[src/rtl/irq_regs_pkg.sv]
package irq_regs_pkg;

    localparam int unsigned REG_W = 32;

    typedef enum logic [1:0] {
        SEL_STATUS = 2'd0,
        SEL_MASK   = 2'd1,
        SEL_INJECT = 2'd2,
        SEL_NONE   = 2'd3
    } reg_sel_e;

    typedef struct packed {
        logic wr_status;
        logic wr_mask;
        logic wr_inject;
    } wr_strobe_t;

    typedef enum logic {
        SRC_IDLE    = 1'b0,
        SRC_PENDING = 1'b1
    } src_state_e;

endpackage

[src/rtl/irq_addr_decode.sv]
module irq_addr_decode
    import irq_regs_pkg::*;
#(
    parameter int unsigned IDX_W = 4
) (
    input  logic [IDX_W-1:0] word_idx_i,
    input  logic             we_i,
    output reg_sel_e         sel_o,
    output wr_strobe_t       wr_o
);

    always_comb begin
        if (word_idx_i == IDX_W'(0)) begin
            sel_o = SEL_STATUS;
        end else if (word_idx_i == IDX_W'(1)) begin
            sel_o = SEL_MASK;
        end else if (word_idx_i == IDX_W'(2)) begin
            sel_o = SEL_INJECT;
        end else begin
            sel_o = SEL_NONE;
        end
    end

    always_comb begin
        wr_o = '0;
        unique case (sel_o)
            SEL_STATUS: wr_o.wr_status = we_i;
            SEL_MASK:   wr_o.wr_mask   = we_i;
            SEL_INJECT: wr_o.wr_inject = we_i;
            SEL_NONE:   wr_o = '0;
        endcase
    end

endmodule

[src/rtl/irq_src_cell.sv]
module irq_src_cell
    import irq_regs_pkg::*;
(
    input  logic clk_i,
    input  logic rst_ni,
    input  logic event_i,
    input  logic inject_i,
    input  logic ack_i,
    input  logic mask_we_i,
    input  logic mask_d_i,
    output logic status_o,
    output logic mask_o,
    output logic irq_o
);

    src_state_e state_q, state_d;
    logic       mask_q;
    logic       set_req;

    assign set_req = event_i | inject_i;

    // SET wins over ACK when both arrive in one cycle.
    always_comb begin
        state_d = state_q;
        unique case (state_q)
            SRC_IDLE:    if (set_req) state_d = SRC_PENDING;
            SRC_PENDING: if (ack_i && !set_req) state_d = SRC_IDLE;
        endcase
    end

    always_ff @(posedge clk_i or negedge rst_ni) begin
        if (!rst_ni) begin
            state_q <= SRC_IDLE;
        end else begin
            state_q <= state_d;
        end
    end

    always_ff @(posedge clk_i or negedge rst_ni) begin
        if (!rst_ni) begin
            mask_q <= 1'b0;
        end else if (mask_we_i) begin
            mask_q <= mask_d_i;
        end
    end

    always_comb begin
        status_o = (state_q == SRC_PENDING);
        mask_o   = mask_q;
        irq_o    = status_o & mask_q;
    end

    p_event_sets_r2: assert property (@(posedge clk_i) disable iff (!rst_ni)
        event_i |=> status_o);

    p_hw_never_clears_r2: assert property (@(posedge clk_i) disable iff (!rst_ni)
        (status_o && !ack_i) |=> status_o);

    p_ack_clears_r3: assert property (@(posedge clk_i) disable iff (!rst_ni)
        (ack_i && !event_i && !inject_i) |=> !status_o);

    p_set_wins_r4: assert property (@(posedge clk_i) disable iff (!rst_ni)
        (ack_i && event_i) |=> status_o);

    p_inject_sets_r5: assert property (@(posedge clk_i) disable iff (!rst_ni)
        inject_i |=> status_o);

    p_mask_hold_r8: assert property (@(posedge clk_i) disable iff (!rst_ni)
        !mask_we_i |=> $stable(mask_o));

endmodule

[src/rtl/irq_read_mux.sv]
module irq_read_mux
    import irq_regs_pkg::*;
#(
    parameter int unsigned NUM_IRQ = 8
) (
    input  reg_sel_e           sel_i,
    input  logic [NUM_IRQ-1:0] status_i,
    input  logic [NUM_IRQ-1:0] mask_i,
    output logic [REG_W-1:0]   rdata_o
);

    always_comb begin
        rdata_o = '0;
        unique case (sel_i)
            SEL_STATUS: rdata_o[NUM_IRQ-1:0] = status_i;
            SEL_MASK:   rdata_o[NUM_IRQ-1:0] = mask_i;
            SEL_INJECT: rdata_o = '0;
            SEL_NONE:   rdata_o = '0;
        endcase
    end

endmodule

[src/rtl/irq_reg_block.sv]
module irq_reg_block
    import irq_regs_pkg::*;
#(
    parameter int unsigned NUM_IRQ = 8,
    parameter int unsigned ADDR_W  = 6
) (
    input  logic               clk_i,
    input  logic               rst_ni,
    input  logic [NUM_IRQ-1:0] event_i,
    input  logic [ADDR_W-1:0]  reg_addr_i,
    input  logic               reg_we_i,
    input  logic [31:0]        reg_wdata_i,
    output logic [31:0]        reg_rdata_o,
    output logic [NUM_IRQ-1:0] irq_o
);

    localparam int unsigned IDX_W = ADDR_W - 2;

    if (NUM_IRQ < 1 || NUM_IRQ > REG_W) begin : g_bad_irq_count
        $fatal(1, "irq_reg_block: NUM_IRQ must lie in 1..32");
    end
    if (ADDR_W < 4) begin : g_bad_addr_width
        $fatal(1, "irq_reg_block: ADDR_W must be at least 4");
    end

    reg_sel_e           sel;
    wr_strobe_t         wr;
    logic [NUM_IRQ-1:0] status;
    logic [NUM_IRQ-1:0] mask;
    logic               unused_bits;

    // Byte lanes are not decoded; every access is a full word.
    assign unused_bits = ^{reg_addr_i[1:0], reg_wdata_i};

    irq_addr_decode #(
        .IDX_W(IDX_W)
    ) u_decode (
        .word_idx_i(reg_addr_i[ADDR_W-1:2]),
        .we_i      (reg_we_i),
        .sel_o     (sel),
        .wr_o      (wr)
    );

    for (genvar i = 0; i < NUM_IRQ; i++) begin : g_src
        irq_src_cell u_cell (
            .clk_i    (clk_i),
            .rst_ni   (rst_ni),
            .event_i  (event_i[i]),
            .inject_i (wr.wr_inject & reg_wdata_i[i]),
            .ack_i    (wr.wr_status & reg_wdata_i[i]),
            .mask_we_i(wr.wr_mask),
            .mask_d_i (reg_wdata_i[i]),
            .status_o (status[i]),
            .mask_o   (mask[i]),
            .irq_o    (irq_o[i])
        );
    end

    irq_read_mux #(
        .NUM_IRQ(NUM_IRQ)
    ) u_rmux (
        .sel_i   (sel),
        .status_i(status),
        .mask_i  (mask),
        .rdata_o (reg_rdata_o)
    );

    always_ff @(posedge clk_i) begin
        if (!rst_ni) begin
            p_reset_quiet_r1: assert (irq_o == '0 && status == '0 && mask == '0);
        end
    end

    p_inject_reads_zero_r5: assert property (@(posedge clk_i) disable iff (!rst_ni)
        (sel == SEL_INJECT) |-> (reg_rdata_o == '0));

    p_irq_within_status_r7: assert property (@(posedge clk_i) disable iff (!rst_ni)
        (sel == SEL_STATUS) |-> ((irq_o & ~reg_rdata_o[NUM_IRQ-1:0]) == '0));

    p_unmapped_zero_r9: assert property (@(posedge clk_i) disable iff (!rst_ni)
        (sel == SEL_NONE) |-> (reg_rdata_o == '0));

endmodule

[config.mk]
export PLATFORM = sky130hd
export DESIGN_NAME = irq_reg_block
export DESIGN_NICKNAME = d
export VERILOG_FILES = /design/src/rtl/irq_regs_pkg.sv /design/src/rtl/irq_addr_decode.sv /design/src/rtl/irq_src_cell.sv /design/src/rtl/irq_read_mux.sv /design/src/rtl/irq_reg_block.sv
export SDC_FILE = /design/constraint.sdc
export NUM_CORES = 1
export LEC_CHECK = 0
export BUFFER_PORTS_ARGS = -buffer_cell sky130_fd_sc_hd__buf_2
export CORE_UTILIZATION = 39
export CTS_CLUSTER_DIAMETER = 120
export DETAILED_ROUTE_END_ITERATION = 7
export PLACE_DENSITY = 0.78
export SLEW_MARGIN = 10
export SYNTH_ARGS = -nofsm -noshare
export SYNTH_HDL_FRONTEND = slang
export SYNTH_SLANG_ARGS = --single-unit
[constraint.sdc]
create_clock -name clk_i -period 1.4 [get_ports clk_i]
set_input_delay 0.28 -clock clk_i [delete_from_list [all_inputs] [get_ports clk_i]]
set_output_delay 0.28 -clock clk_i [all_outputs]
set_load 0.02 [all_outputs]
After elaboration in Yosys (flattened, before gate mapping). Index checks and enable logic that the tools add are counted. Widths: inputs -> output; s select.

Register bits after elaboration: 16. Input port bits: 49. Output and inout port bits: 40. Word-level logic and storage cells: 111.

Eq/ne operators: 5. Muxes and demuxes: 31. Bitwise operators: 40. Reductions and logical operators: 19.

Operators by type and width (number): $and 1x1->1 (24); $pmux 8 s3 (1); $mux 1 (20); $pmux 1 s2 (8); $logic_and 1x1->1 (8); $logic_not 1->1 (8); $not 1->1 (8); $or 1x1->1 (8); $eq 2x2->1 const B (2); $eq 4x1->1 const B (1); $eq 4x2->1 const B (1); $logic_not 4->1 (1); $mux 2 (2); $eq 2x1->1 const B (1); $logic_not 2->1 (1); $reduce_or 2->1 (1).

Logic depth before layout (Yosys ltp). Gate-level depths: netlist (run 1).

Word-level depth: 12. Depth in mapped cells: 5.

Modules after synthesis. Synthesis (run 1) repeated with hierarchy kept, for this count alone.

Cell total of the unflattened synthesis: 122. Area, all modules: 1131.1 sq um.

Modules (own cells, without submodules): irq_src_cell (instances 8, cells each 7, area each 83.8 sq um, seq. area each 50.0 sq um); irq_read_mux (instances 1, cells each 43, area each 309.0 sq um, seq. area each 0.0 sq um); irq_reg_block (instances 1, cells each 16, area each 100.1 sq um, seq. area each 0.0 sq um); irq_addr_decode (instances 1, cells each 7, area each 51.3 sq um, seq. area each 0.0 sq um).

Worst setup path before layout (run 1). Ideal clock, no wire load.

Path kind: input to output. Start point: in reg_addr_i[3]. End point: out reg_rdata_o[0]. Data arrival time: 1.117 ns. Required time: 1.120 ns. Slack: 0.003 ns. Stages: 3. Buffers on the path: 1. Path through: or3_1 > clkbuf_1 > nor2_1.

Longest elaborated chain between the ends: 7. Elaborated cells on any way between the ends: 12. Those cells by class: eq/ne: 5; mux: 4; reduce/logical: 3.

Ends and longest elaborated chain: start: declaration (RTL line irq_reg_block.sv:10) `input logic [ADDR_W-1:0] reg_addr_i,`; $eq 4x2->1 (RTL line irq_addr_decode.sv:17) `end else if (word_idx_i == IDX_W'(2)) begin`; $mux 1 (RTL line irq_addr_decode.sv:17); $mux 2 (RTL line irq_addr_decode.sv:15) `end else if (word_idx_i == IDX_W'(1)) begin`; $mux 2 (*) (RTL line irq_addr_decode.sv:13) `if (word_idx_i == IDX_W'(0)) begin`; $eq 2x2->1 (RTL line irq_read_mux.sv:14) `unique case (sel_i)`; $reduce_or 2->1 (no source line); $pmux 8 s3 (*) (RTL line irq_read_mux.sv:14); end: declaration (RTL line irq_reg_block.sv:13) `output logic [31:0] reg_rdata_o,`.

Mark *: on every way between the ends. The rest lies on a longest branch, timed or not.

Worst setup path in the final report (run 1).
Start point: in reg_addr_i[5]. End point: out reg_rdata_o[4].

Same word-level chain as after synthesis.

==> results of run 1 <==
path summary, 6_finish.rpt:
check,start,slack [ps],cells past startpoint,endpoint
worst min-delay path,event_i[0],200,2,g_src[0].u_cell.status_o
max in group asynchronous,rst_ni,690,2,g_src[2].u_cell.status_o
worst max-delay path,reg_addr_i[5],9,4,reg_rdata_o[4]
worst min register to register,g_src[3].u_cell.mask_o,530,1,g_src[3].u_cell.mask_o
min in group asynchronous,rst_ni,440,2,g_src[5].u_cell.mask_o
worst max register to register,g_src[5].u_cell.mask_o,500,2,g_src[5].u_cell.mask_o
layout by cell type, fill, tap and decap left out:
cell / synthesis / final
buf_2: 1 / 28
a221o_1: 8 / 8
buf_4: 32 / 8
buf_12: 0 / 1
dlygate4sd3_1: 0 / 1
nand3_2: 1 / 1
conb_1: 1 / 24
mux2i_2: 0 / 2
nand3_1: 8 / 8
buf_6: 2 / 10
clkbuf_4: 0 / 3
nor2_2: 0 / 6
nor2b_1: 1 / 1
or3_4: 0 / 1
nor2_4: 0 / 2
and2_1: 8 / 8
mux2i_1: 8 / 6
mux2_2: 8 / 8
nor3_4: 1 / 1
clkbuf_8: 0 / 1
dfrtp_1: 16 / 16
and3_1: 1 / 1
nor2_1: 9 / 1
per-layer routing:
layer  up-vias  global-route usage  routed length (um)
li1        392                   -                   -
met3         0             0.03552                 200
met1       405              0.1577                 921
met4         0             0.04167                   0
met5         -                   0                   0
met2        41              0.2590                1162
power by group:
| part | switching (mW) | internal, mW | leakage [nW] | total [mW] |
|---|---|---|---|---|
| clock | 0.140 | 0.158 | 0.0210 | 0.298 |
| combinational | 0.268 | 0.204 | 0.466 | 0.472 |
| sequential | 0.0396 | 0.519 | 0.169 | 0.558 |
| total | 0.448 | 0.880 | 0.655 | 1.33 |
timing repair:
action | in CTS | in global routing
setup buffers | 0 | 1
setup endpoints to repair | 8 | 8
resized for setup | 4 | 27
hold buffers | 1 | 0
pin swaps | 0 | 7
endpoints found under the hold margin | 16 | 0
critical path, delay by kind of cell:
family                 cells  cell delay [ps]
buffers and inverters      2              210
and+or+nand+nor            2              620
sequential cells by signal, summed over array words and instances (netlist names):
name	count
g_src.u_cell.status_o	8
g_src.u_cell.mask_o	8
metrics by stage:
| stage | TNS, ps | hold slack, ps | total power [mW] | worst slack, ps | area [um2] |
|---|---|---|---|---|---|
| global placement | -917.7 | 204.1 | 0.9764 | -125.6 | 1210 |
| global route | -69.55 | 183.9 | 1.409 | -31.04 | 1369 |
| CTS | 0 | 187.8 | 1.297 | 2.022 | 1269 |
| finish | 0 | 197.4 | 1.328 | 9.280 | 1369 |
| detailed placement | -941.6 | 210.0 | 0.9895 | -133.2 | 1210 |
| floorplan | 0 | -15.59 | 0.9657 | 2.536 | 1181 |
logic make-up after synthesis:
family,Yosys count,share of synthesized area
other,1,0.003425
AOI/OAI and AO/OA,8,0.07315
and+or+nand+nor,30,0.1543
muxes,16,0.1554
DFF,16,0.3657
buffers and inverters,36,0.2480
cell type report:
cell class                      instances  area, um2  share of cell area
Clock buffer                            4      36.28             0.02651
Multi-Input combinational cell         78      551.8              0.4031
Sequential cell                        16      400.4              0.2925
Tap cell                               30      37.54             0.02742
Timing Repair Buffer                   48      342.8              0.2505
==> flow_summary.ini, run 1 <==
[status]
status = completed

[drt]
vias_per_cell = 4.761
vias = 838
drc_errors = 0
avgRoutedWirePerCell_um = 12.97
ant_nets = 0
routed_wl_um = 2283
firstDrtPassIters = 4
drt_iter0_markers = 14

[layout]
area_growth_pct = 25.03
diodes = 0
n_fill_cell = 236
stdcell_count = 176
nets = 196
final_util = 0.5331
final_layout_size_suffix_gt1_frac = 0.4932

[grt]
grt_usage = 0.1407
grt_pass1_wl_um = 2987
grt_max_degree = 17
antenna_found_initial = 0
grt_pass1_vias = 734
grt.overflow.total = 0

[sta]
clock_skew_ps = 0
setup_viol = 0
drv_slew = 0
period_share = 0.9934
min_period_ps = 1391
max_clock_freq_mhz = 719.1
finalHoldViolCount = 0
rsz0062_at_grt = yes

[job]
cap_violations = 0

[cts]
numCtsBuffers = 3
cts_tree = done
clk_pin_slew_ps = 90
cts_buffer_depth = 2
root_buffer = clkbuf_4
cts_sinks = 16
cts_max_level = 1
insertion_delay_ps = 270

[logic_synthesis]
yosysTopAreaCell = dfrtp_1
ys_ff_latch = 16
syn_area_um2 = 1095
ys_top_cells_by_area = dfrtp_1, buf_4, mux2_2
seq_area_frac_synth = 0.3657
synth_common_cells = buf_4, dfrtp_1, nor2_1
syn-instance-count = 107
synthFlopType = dfrtp_1
async_flop_share = 1.000
synth.most_common_cell = buf_4
syn_avg_cell_area_um2 = 10.23
yosysUniqueCellTypes = 17
synth_top_area_frac = 0.3657
synth-edff-count = 0
ys_warn_count = 0

[floorplan]
io_pins = 89
die_area_um2 = 3023
rows = 18
core_area_um2 = 2567
die_x_um = 54.98
initial_core_util = 0.4264
die_height_um = 54.98

[critical_path]
cp-start-kind = primary input
slowest_stage = or3_4
cp-end-kind = output port
slowest_delay_ps = 480
worst-setup-path-type = in -> out
worstPathRequired_ps = 1120
arrival_ps = 1110
crit_chain = buf_6, or3_4, nor2_4, buf_6
crit_fanout = 8
path_common_cell = buf_6

[pwr]
ir_drop_mv = 0.5593
power.leakage_nw = 0.6554
p_per_area_nw_per_um2 = 970.2

[min_path]
worstHoldPathType = in -> reg

[placement]
dp_cells = 170
gp_congestion = 0.6811
dp_hpwl_um = 1666
place.port_buffers = 38
No activity file was read; power rests on OpenSTA's default activity.
==> run 2: changes to the inputs <==
--- a/config.mk
+++ b/config.mk
@@ -6,10 +6,10 @@
 export NUM_CORES = 1
 export LEC_CHECK = 0
 export BUFFER_PORTS_ARGS = -buffer_cell sky130_fd_sc_hd__buf_2
-export CORE_UTILIZATION = 39
+export CORE_UTILIZATION = 42
 export CTS_CLUSTER_DIAMETER = 120
 export DETAILED_ROUTE_END_ITERATION = 7
-export PLACE_DENSITY = 0.78
+export PLACE_DENSITY = 0.84
 export SLEW_MARGIN = 10
 export SYNTH_ARGS = -nofsm -noshare
 export SYNTH_HDL_FRONTEND = slang
==> constraint.sdc (replaced) <==
create_clock -name clk_i -period 1.6 [get_ports clk_i]
set_input_delay 0.32 -clock clk_i [delete_from_list [all_inputs] [get_ports clk_i]]
set_output_delay 0.32 -clock clk_i [all_outputs]
set_load 0.02 [all_outputs]
==> run 2 against run 1 <==
Critical path depth unchanged. First-iteration DRC count down 36%. Combinational power is 22% lower. Die area is 6.9% lower. Via count down 0.72%. Sequential share of layout area rose by 2.7 points. Critical endpoint is now reg_rdata_o[7]. Largest cell class unchanged. Global-route usage is 2.6 points higher. Critical path type unchanged.
==> flow_summary.ini, run 2 (synthesized netlist as in run 1, its figures left out) <==
[floorplan]
io_pins = 89
rows = 18
die_x_um = 53.06
die_height_um = 53.06
core_area_um2 = 2477
initial_core_util = 0.4419
die_area_um2 = 2815

[drt]
drc_errors = 0
firstDrtPassIters = 2
ant_nets = 0
vias_per_cell = 4.782
drt_iter0_markers = 9
routed_wl_um = 2175
vias = 832
avgRoutedWirePerCell_um = 12.50

[pwr]
ir_drop_mv = 0.7321
p_sw_mw = 0.3715
p_clk_frac = 0.234
intPower_mw = 0.7438
comb_power_share = 0.331
power.leakage_nw = 0.6330
p_sw_frac = 0.3331
seqPwrFrac = 0.436
p_per_area_nw_per_um2 = 889.6

[critical_path]
crit_fanout = 8
worst-setup-path-type = in -> out
crit_buf_inv = 2
arrival_ps = 1170
crit_family = simple AND/OR/NAND/NOR gates
reg2regPathDepth = 1
worstPathRequired_ps = 1280
cp-end-kind = output port
slowest_delay_ps = 430
crit_chain = buf_2, or3_4, nor2_1, buf_2
path_common_cell = buf_2
r2r_start = g_src[0].u_cell.status_o
cp-start-kind = primary input
r2r-end = g_src[0].u_cell.status_o
ff2ff_setup_slack_ps = 750
slowest_stage = or3_4

[layout]
stdcell_count = 174
mostFrequentLayoutCells = buf_2, conb_1, dfrtp_1
final_layout_size_suffix_gt1_frac = 0.4167
nets = 194
diodes = 0
area_growth_pct = 14.51
final_common_cell = buf_2

[grt]
grt.overflow.total = 0
grt_pass1_vias = 741
grt_max_degree = 17
grt_usage = 0.1666
grt_pass1_wl_um = 3277
antenna_found_initial = 0

[min_path]
hp-start = event_i[7]
worstHoldPathType = in -> reg
holdPathEnd = g_src[7].u_cell.status_o
whs_path_depth = 2

[sta]
setup_slack_ps = 113.4
clock_skew_ps = 0
min_period_ps = 1487
drv_slew = 0
holdWs_ps = 232.8
max_clock_freq_mhz = 672.7
period_share = 0.9291
rsz0062_at_grt = no
finalHoldViolCount = 0
setup_viol = 0

[status]
status = completed

[job]
cap_violations = 0

[placement]
dp_hpwl_um = 1668
place.port_buffers = 38
dp_worst_setup_slack_ps = -13.53
gp_congestion = 0.7917
dp_cells = 169

[cts]
cts_max_level = 1
cts_tree = done
numCtsBuffers = 3
cts_sinks = 16
insertion_delay_ps = 280
clk_pin_slew_ps = 90
root_buffer = clkbuf_4
postCtsSetupBuffers = 0
cts_buffer_depth = 2
run 2: metrics by stage:
| stage | utilization | power (mW) | setup TNS, ps | area (um2) |
|---|---|---|---|---|
| 5_1_grt | 0.5061 | 1.182 | 0 | 1254 |
| 4_1_cts | 0.5061 | 1.131 | 0 | 1254 |
| 3_3_place_gp | 0.4854 | 0.8501 | -17.35 | 1202 |
| 2_1_floorplan | - | 0.8450 | 0 | 1181 |
| 6_report | 0.5061 | 1.115 | 0 | 1254 |
| 3_5_place_dp | 0.4854 | 0.8624 | -13.53 | 1202 |
run 2: timing repair:
item,CTS,global route
endpoints found under the hold margin,16,0
setup endpoints to repair,1,0
gates resized for setup,1,0
hold buffers,1,0
run 2: worst max-delay path by stage:
| stage | startpoint | endpoint | depth (start not counted) |
|---|---|---|---|
| after floorplan | reg_addr_i[3] | reg_rdata_o[0] | 3 |
| after global placement | reg_addr_i[3] | reg_rdata_o[7] | 4 |
| after detailed placement | reg_addr_i[3] | reg_rdata_o[7] | 4 |
| after CTS | reg_addr_i[3] | reg_rdata_o[7] | 4 |
| after global routing | reg_addr_i[3] | reg_rdata_o[3] | 4 |
| final | reg_addr_i[3] | reg_rdata_o[7] | 4 |
run 2: layout make-up:
class	instances	area (um2)
clock buffers	4	36.28
fillers	237	1224
multi-input cells	78	514.2
flip-flops and latches	16	400.4
well taps	30	37.54
repair buffers	46	265.3
run 2: metal layers:
layer  wire [um]  part of all wire  global-route usage
met1         870              0.40              0.1843
met2        1179              0.54              0.3080
met3         105             0.048             0.04023
met4          19            0.0087             0.05263
met5           0                 0                   0
run 2: power groups by stage:
stage	sequential, mW	combinational (mW)	clock (mW)
detailed placement	0.494	0.368	0
finish	0.486	0.369	0.261
global route	0.492	0.399	0.291
CTS	0.486	0.372	0.273
floorplan	0.484	0.361	0
global placement	0.489	0.361	0
==> run 3: changes to the inputs <==
--- a/config.mk
+++ b/config.mk
@@ -5,11 +5,11 @@
 export SDC_FILE = /design/constraint.sdc
 export NUM_CORES = 1
 export LEC_CHECK = 0
-export BUFFER_PORTS_ARGS = -buffer_cell sky130_fd_sc_hd__buf_2
-export CORE_UTILIZATION = 42
+export CORE_UTILIZATION = 44
 export CTS_CLUSTER_DIAMETER = 120
 export DETAILED_ROUTE_END_ITERATION = 7
-export PLACE_DENSITY = 0.84
+export DONT_BUFFER_PORTS = 1
+export PLACE_DENSITY = 0.57
 export SLEW_MARGIN = 10
 export SYNTH_ARGS = -nofsm -noshare
 export SYNTH_HDL_FRONTEND = slang
==> run 3 against run 2 <==
Sequential share of layout area increased by 5.6 points. Global-route usage decreased by 0.59 points. Critical endpoint is now reg_rdata_o[0]. Register-to-register slack about the same. Design area decreased by 15%. Hold slack got worse by 96 ps. Via count decreased by 16%. Clock skew unchanged. Non-clock buffer count decreased by 35. Critical path depth decreased by 1. Cell count decreased by 21%. First-iteration DRC count decreased by 44%.
==> flow_summary.ini, run 3 (synthesized netlist as in run 1, its figures left out) <==
[min_path]
hp-start = event_i[2]
worstHoldPathType = in -> reg

[sta]
rsz0062_at_grt = no
max_clock_freq_mhz = 668.9
worst_slew_pin_slew_ps = 724.8
period_share = 0.9343
drv_slew = 0
relSlewSlack = 0.5152
setup_viol = 0
setup_slack_ps = 105.1
setup_tns_ps = 0
finalHoldViolCount = 0
holdWs_ps = 137.1
clock_skew_ps = 0
min_period_ps = 1495

[cts]
clk_pin_slew_ps = 100
cts_max_level = 1
root_buffer = clkbuf_4
cts_sinks = 16
cts_buffer_depth = 2
insertion_delay_ps = 290
cts_tree = done
post_cts_resized = 0
postCtsSetupBuffers = 0
numCtsBuffers = 3

[job]
cap_violations = 0

[placement]
dp_hpwl_um = 1431
dp_cells = 132
placed_area_um2 = 1020
gp_congestion = 0.6848
place.port_buffers = 0
dp_worst_setup_slack_ps = 94.53

[critical_path]
worstPathRequired_ps = 1280
r2r-end = g_src[3].u_cell.status_o
worst-setup-path-type = in -> out
cp-end-kind = output port
crit_fanout = 8
reg2regPathDepth = 1
startpoint = reg_addr_i[3]
r2r_start = g_src[3].u_cell.status_o
arrival_ps = 1170
cp-start-kind = primary input
endpoint = reg_rdata_o[0]
ff2ff_setup_slack_ps = 760

[pwr]
power.leakage_nw = 0.4812
intPower_mw = 0.6871
p_sw_mw = 0.3451
p_clk_frac = 0.261
p_per_area_nw_per_um2 = 968.3
comb_power_share = 0.269
p_sw_frac = 0.3343
power_mw = 1.032
ir_drop_mv = 0.6316
seqPwrFrac = 0.470

[layout]
final_layout_size_suffix_gt1_frac = 0.2202
area_growth_pct = -2.629
stdcell_count = 137
n_fill_cell = 234
design_area_um2 = 1066
mostFrequentLayoutCells = conb_1, dfrtp_1, buf_4
nets = 159
final_util = 0.4684
final_common_cell = conb_1
diodes = 0

[drt]
firstDrtPassIters = 4
drc_errors = 0
vias_per_cell = 5.102
drt_iter0_markers = 5
routed_wl_um = 2000
vias = 699
avgRoutedWirePerCell_um = 14.60
ant_nets = 0

[floorplan]
core_area_um2 = 2276
io_pins = 89
die_height_um = 51.88
rows = 17
die_area_um2 = 2692
initial_core_util = 0.4810
die_x_um = 51.88

[status]
status = completed

[grt]
grt_usage = 0.1607
antenna_found_initial = 0
grt.overflow.total = 0
grt_pass1_vias = 626
grt_pass1_wl_um = 3029
grt_max_degree = 17
## run 3: power by group through the flow
stage	logic (mW)	registers, mW	clock network [mW]
floorplan	0.361	0.484	0
global placement	0.267	0.492	0
detailed placement	0.269	0.495	0
CTS	0.280	0.486	0.280
global route	0.301	0.497	0.291
finish	0.278	0.485	0.269
## run 3: worst max-delay path, cell delays in order
cell    delay (ps)
or3_1          530
nor2_1         170
buf_4          150
## run 3: final cells by class
cell class	instances	area (um2)	share of cell area
repair buffers	11	85.08	0.07981
flip-flops and latches	16	400.4	0.3756
multi-input cells	78	509.2	0.4777
well taps	28	35.03	0.03286
clock buffers	4	36.28	0.03404
## run 3: layer usage
layer  vias up  wire (um)  track usage
li1        323          -            -
met1       332        817       0.1985
met2        40        945       0.2479
met3         4        209      0.05263
met4         0         27      0.08108
met5         -          0            0
## run 3: worst min path at each step
stage,end,slack [ps],depth (start not counted)
2_1_floorplan,g_src[0].u_cell.mask_o,20,0
3_3_place_gp,g_src[4].u_cell.status_o,20,0
3_5_place_dp,g_src[7].u_cell.status_o,20,0
4_1_cts,g_src[2].u_cell.status_o,130,1
5_1_grt,g_src[5].u_cell.status_o,120,1
6_report,g_src[2].u_cell.status_o,140,1
## run 3: repair_timing
action | 4_1_cts | 5_1_grt
setup endpoints to repair | 0 | 0
hold buffers | 1 | 0
endpoints found under the hold margin | 16 | 0
